<file path="src/rtl/ucode_pkg.sv">
package ucode_pkg;
  localparam int OPC_W = 4;
  localparam int CW_W  = 16;
  localparam int IDX_W = OPC_W + 3;

  localparam logic [3:0] FN_NONE = 4'b0000;
  localparam logic [3:0] FN_NOR  = 4'b0001;
  localparam logic [3:0] FN_SUB  = 4'b0110;
  localparam logic [3:0] FN_ADD  = 4'b1001;
  localparam logic [3:0] FN_PASS = 4'b1010;

  typedef enum logic [OPC_W-1:0] {
    OP_CMPI = 4'h0, OP_CMPM = 4'h1, OP_LIT  = 4'h2, OP_PWR  = 4'h3,
    OP_NORI = 4'h4, OP_NORM = 4'h5, OP_JMP  = 4'h6, OP_JC   = 4'h7,
    OP_JE   = 4'h8, OP_JNC  = 4'h9, OP_ADDI = 4'hA, OP_ADDM = 4'hB,
    OP_LDM  = 4'hC, OP_STM  = 4'hD, OP_PRD  = 4'hE, OP_JNE  = 4'hF
  } opc_e;

  typedef struct packed {
    logic       oe_imm_n;
    logic       ld_acc_n;
    logic       ld_flg_n;
    logic       ld_pc_n;
    logic       pc_inc;
    logic       ld_ir_n;
    logic       mem_rd_n;
    logic       mem_wr_n;
    logic       port_rd_n;
    logic       port_wr_n;
    logic       cin_n;
    logic       alu_m;
    logic [3:0] alu_fn;
  } ctl_t;

  // index layout: {opcode, carry, equal, phase}
  function automatic ctl_t ctl_entry(logic [IDX_W-1:0] idx);
    ctl_t w;
    opc_e op;
    logic c, e, take;
    op   = opc_e'(idx[IDX_W-1:3]);
    c    = idx[2];
    e    = idx[1];
    w    = '{oe_imm_n: 1'b1, ld_acc_n: 1'b1, ld_flg_n: 1'b1, ld_pc_n: 1'b1,
             pc_inc: 1'b0, ld_ir_n: 1'b1, mem_rd_n: 1'b1, mem_wr_n: 1'b1,
             port_rd_n: 1'b1, port_wr_n: 1'b1, cin_n: 1'b0, alu_m: 1'b0,
             alu_fn: FN_NONE};
    case (op)
      OP_JMP:  take = 1'b1;
      OP_JC:   take = c;
      OP_JNC:  take = !c;
      OP_JE:   take = e;
      OP_JNE:  take = !e;
      default: take = 1'b0;
    endcase
    if (!idx[0]) begin
      w.ld_ir_n = 1'b0;
      w.pc_inc  = 1'b1;
    end else begin
      case (op)
        OP_CMPI: begin w.oe_imm_n = 1'b0; w.ld_flg_n = 1'b0; w.alu_fn = FN_SUB; end
        OP_CMPM: begin w.mem_rd_n = 1'b0; w.ld_flg_n = 1'b0; w.alu_fn = FN_SUB; w.pc_inc = 1'b1; end
        OP_LIT:  begin w.oe_imm_n = 1'b0; w.ld_acc_n = 1'b0; w.alu_fn = FN_PASS; end
        OP_PWR:  w.port_wr_n = 1'b0;
        OP_NORI: begin w.oe_imm_n = 1'b0; w.ld_acc_n = 1'b0; w.ld_flg_n = 1'b0; w.alu_fn = FN_NOR; end
        OP_NORM: begin
          w.mem_rd_n = 1'b0; w.ld_acc_n = 1'b0; w.ld_flg_n = 1'b0;
          w.alu_fn = FN_NOR; w.pc_inc = 1'b1;
        end
        OP_ADDI: begin w.oe_imm_n = 1'b0; w.ld_acc_n = 1'b0; w.ld_flg_n = 1'b0; w.alu_fn = FN_ADD; end
        OP_ADDM: begin
          w.mem_rd_n = 1'b0; w.ld_acc_n = 1'b0; w.ld_flg_n = 1'b0;
          w.alu_fn = FN_ADD; w.pc_inc = 1'b1;
        end
        OP_LDM:  begin w.mem_rd_n = 1'b0; w.ld_acc_n = 1'b0; w.alu_fn = FN_PASS; w.pc_inc = 1'b1; end
        OP_STM:  begin w.mem_wr_n = 1'b0; w.pc_inc = 1'b1; end
        OP_PRD:  begin w.port_rd_n = 1'b0; w.ld_acc_n = 1'b0; w.alu_fn = FN_PASS; end
        default: begin w.ld_pc_n = !take; w.pc_inc = !take; end
      endcase
    end
    // don't-care bits pinned to opcode bits so the datapath may bypass them
    w.cin_n = idx[IDX_W-1];
    w.alu_m = idx[IDX_W-2];
    return w;
  endfunction
endpackage

</file>
<file path="src/rtl/ucode_index.sv">
module ucode_index #(
  parameter int OPC_W = 4,
  localparam int IDX_W = OPC_W + 3
) (
  input  logic [OPC_W-1:0] opcode_i,
  input  logic             carry_i,
  input  logic             equal_i,
  input  logic             phase_i,
  output logic [IDX_W-1:0] idx_o
);
  assign idx_o = {opcode_i, carry_i, equal_i, phase_i};
endmodule

</file>
<file path="src/rtl/ucode_rom.sv">
module ucode_rom #(
  parameter int IDX_W = 7,
  parameter int CW_W  = 16,
  localparam int DEPTH = 1 << IDX_W
) (
  input  logic [IDX_W-1:0] idx_i,
  output logic [CW_W-1:0]  word_o
);
  logic [CW_W-1:0] rom [DEPTH];

  for (genvar g = 0; g < DEPTH; g++) begin : g_entry
    assign rom[g] = CW_W'(ucode_pkg::ctl_entry(ucode_pkg::IDX_W'(g)));
  end

  assign word_o = rom[idx_i];
endmodule

</file>
<file path="src/rtl/ucode_decoder.sv">
module ucode_decoder #(
  parameter int OPC_W = ucode_pkg::OPC_W,
  parameter int CW_W  = ucode_pkg::CW_W,
  localparam int IDX_W = OPC_W + 3
) (
  input  logic [OPC_W-1:0] opcode_i,
  input  logic             carry_i,
  input  logic             equal_i,
  input  logic             phase_i,
  output logic [CW_W-1:0]  ctrl_o
);
  logic [IDX_W-1:0] idx;

  ucode_index #(.OPC_W(OPC_W)) u_index (
    .opcode_i(opcode_i),
    .carry_i (carry_i),
    .equal_i (equal_i),
    .phase_i (phase_i),
    .idx_o   (idx)
  );

  ucode_rom #(.IDX_W(IDX_W), .CW_W(CW_W)) u_rom (
    .idx_i (idx),
    .word_o(ctrl_o)
  );
endmodule

</file>
<file path="config.mk">
export PLATFORM = sky130hd
export DESIGN_NAME = ucode_decoder
export DESIGN_NICKNAME = d
export VERILOG_FILES = /design/src/rtl/ucode_pkg.sv /design/src/rtl/ucode_index.sv /design/src/rtl/ucode_rom.sv /design/src/rtl/ucode_decoder.sv
export SDC_FILE = /design/constraint.sdc
export NUM_CORES = 1
export LEC_CHECK = 0
export BUFFER_PORTS_ARGS = -buffer_cell sky130_fd_sc_hd__buf_2
export CAP_MARGIN = 10
export CORE_AREA = 4 4 41 43
export DETAILED_ROUTE_END_ITERATION = 16
export DIE_AREA = 0 0 45 47
export GPL_TIMING_DRIVEN = 0
export MAX_ROUTING_LAYER = met4
export PLACE_DENSITY = 0.64
export SLEW_MARGIN = 20
export SYNTH_ARGS = -nofsm -noshare
export SYNTH_HDL_FRONTEND = slang
export SYNTH_SLANG_ARGS = --single-unit
</file>
<file path="constraint.sdc">
create_clock -name vclk -period 1.2
set_input_delay 0.24 -clock vclk [all_inputs]
set_output_delay 0.24 -clock vclk [all_outputs]
set_load 0.05 [all_outputs]
</file>
==> qor.yml <==
run_status:
  status: "finished with violations"
  failed_checks: "negative setup slack"
power_and_ir_drop:
  p_per_area_mw_per_mm2: 440
  peakVddDrop_mv: 0.312
  p_leak_uw: 0.000470
  power_uw: 478
detailed_routing:
  wl_met3_um: 96
  ant_nets: 0
  dr.pass1.iters: 4
  wl_met2_um: 890
  wl_per_cell_um: 17.0
  drt_iter0_markers: 16
  route.detailed.drc: 0
  highest_layer: "met4"
  drt_wl_total_mm: 1.77
  drt-met1-wl_um: 756
  vias_per_cell: 5.49
  num_vias: 571
floorplan:
  core_sq_mm: 0.00130
  fp-row-count: 13
  initial_utilization: 0.272
  fp.dieArea_sq_mm: 0.00212
  pin_count: 23
  die_h_um: 47
  fp.dieW_um: 45
setup_path:
  crit_fanout: 7
  cp.arrival_ns: 1.06
  crit_type: "input port to primary output"
  cp-start-kind: "input port"
  critPathRequiredTime_ns: 0.96
  critPathCaptureType: "primary output"
synth:
  synth_compound_area_frac: 0.286
  yosysSeqAreaShare: 0
  synth-adder-area-share: 0
  syn_nets: 60
  synthSimpleGateAreaFrac: 0.537
  ys_types: 29
  syn_inst: 53
  synth_xor_area_frac: 0
  muxShareOfSynthArea: 0
  synth_top_family_by_area: "simple AND/OR/NAND/NOR gates"
  yosys_warnings: 0
  syn_avg_cell_area_sq_um: 6.68
  synth_area_sq_um: 354
grt:
  first_global_vias: 496
  antenna_found_initial: 0
  grt_max_degree: 11
  gr-usage-all-layers: 0.146
  gr-total-overflow: 0
  grt_pass1_wl_mm: 2.33
timing:
  setup_tns_ns: -0.444
  setup_viol: 9
  worstMarginPinSlew_ns: 0.283
  timing.final.ws_setup_ns: -0.102
  relSlewSlack: 0.812
  slew_viol_final: 0
  fin_crit_sh: 1.08
  grt_setup_unrepaired: "yes"
  hold_viol: 0
  fmax_mhz: 768
  fin_crit_ns: 1.30
cells_and_area:
  stdcell_count: 104
  clkbuf_count: 0
  antenna_cells: 0
  final_area_sq_mm: 0.00109
  final_common_cell: "buf_6"
  flops_and_latches: 0
  area_growth_pct: 207
  final_cell_mix: "buf_6, buf_4, buf_12"
  layout-drive-gt1-share: 0.831
  num-nets-final: 98
  seqCellArea_sq_um: 0
placed_design:
  hpwl_um: 850
  dp.cells: 91
  gp_congestion: 0.748
  dp_slack_ns: -0.389
  numPortBuffers: 23
  placed_area_sq_um: 636
worst_hold_path:
  hp-class: "input port to primary output"
run:
  max_cap_violations: 0
==> metal layers <==
layer / GRT usage / vias up
met5: - / -
met4: 0.00585 / 0
met3: 0.00383 / 2
met2: 0.243 / 26
met1: 0.208 / 272
li1: - / 271
==> kinds of logic (layout without fill, tap and decap cells) <==
logic type             count (synthesis)  after routing
AND/OR/NAND/NOR                       29             29
AO/OA/AOI/OAI                         15             15
buffers and inverters                  9             45
==> cells in the mapped netlist (2+ instances only) <==
library cell	instances	share of area
buf_4	5	0.11
o21ai_1	3	0.042
nor2_1	3	0.032
nor2b_1	7	0.12
a21boi_1	2	0.042
buf_2	2	0.028
nand4_1	3	0.053
and3b_1	2	0.049
nand2_1	4	0.042
nand2b_1	2	0.035
nor4b_1	2	0.049
==> where the power goes <==
group	leakage [uW]	switching, uW	internal [uW]
clock	0	0	0
combinational	0.000470	240	238
sequential	0	0	0
total	0.000470	240	238
==> layout make-up <==
class / instances / area, sq um
multi-input cells: 44 / 490
repair buffers: 36 / 462
fillers: 59 / 214
plain buffers: 8 / 113
well taps: 15 / 18.8
inverters: 1 / 3.75
==> metrics by stage <==
step	hold slack, ns	utilization
finish	0.881	0.836
global route	0.891	0.836
CTS	0.885	0.722
detailed placement	0.936	0.488
global placement	0.939	0.488
floorplan	0.647	-
==> critical path: stages <==
cell,delay [ns]
buf_12,0.12
buf_12,0.13
o21ai_2,0.11
nor4b_4,0.25
nor3_4,0.05
buf_6,0.16
==> repair_timing <==
action / 4_1_cts / 5_1_grt
hold buffers: 0 / 0
gates cloned: 3 / 2
setup endpoints to repair: 13 / 12
setup buffers: 2 / 6
pin swaps: 9 / 13
gates resized for setup: 58 / 15
==> worst paths after layout <==
check / startpoint / end / slack [ns] / depth (start not counted)
min: opcode_i[3] / ctrl_o[2] / 0.88 / 4
max: opcode_i[1] / ctrl_o[11] / -0.10 / 6
No activity file was read; power rests on OpenSTA's default activity.
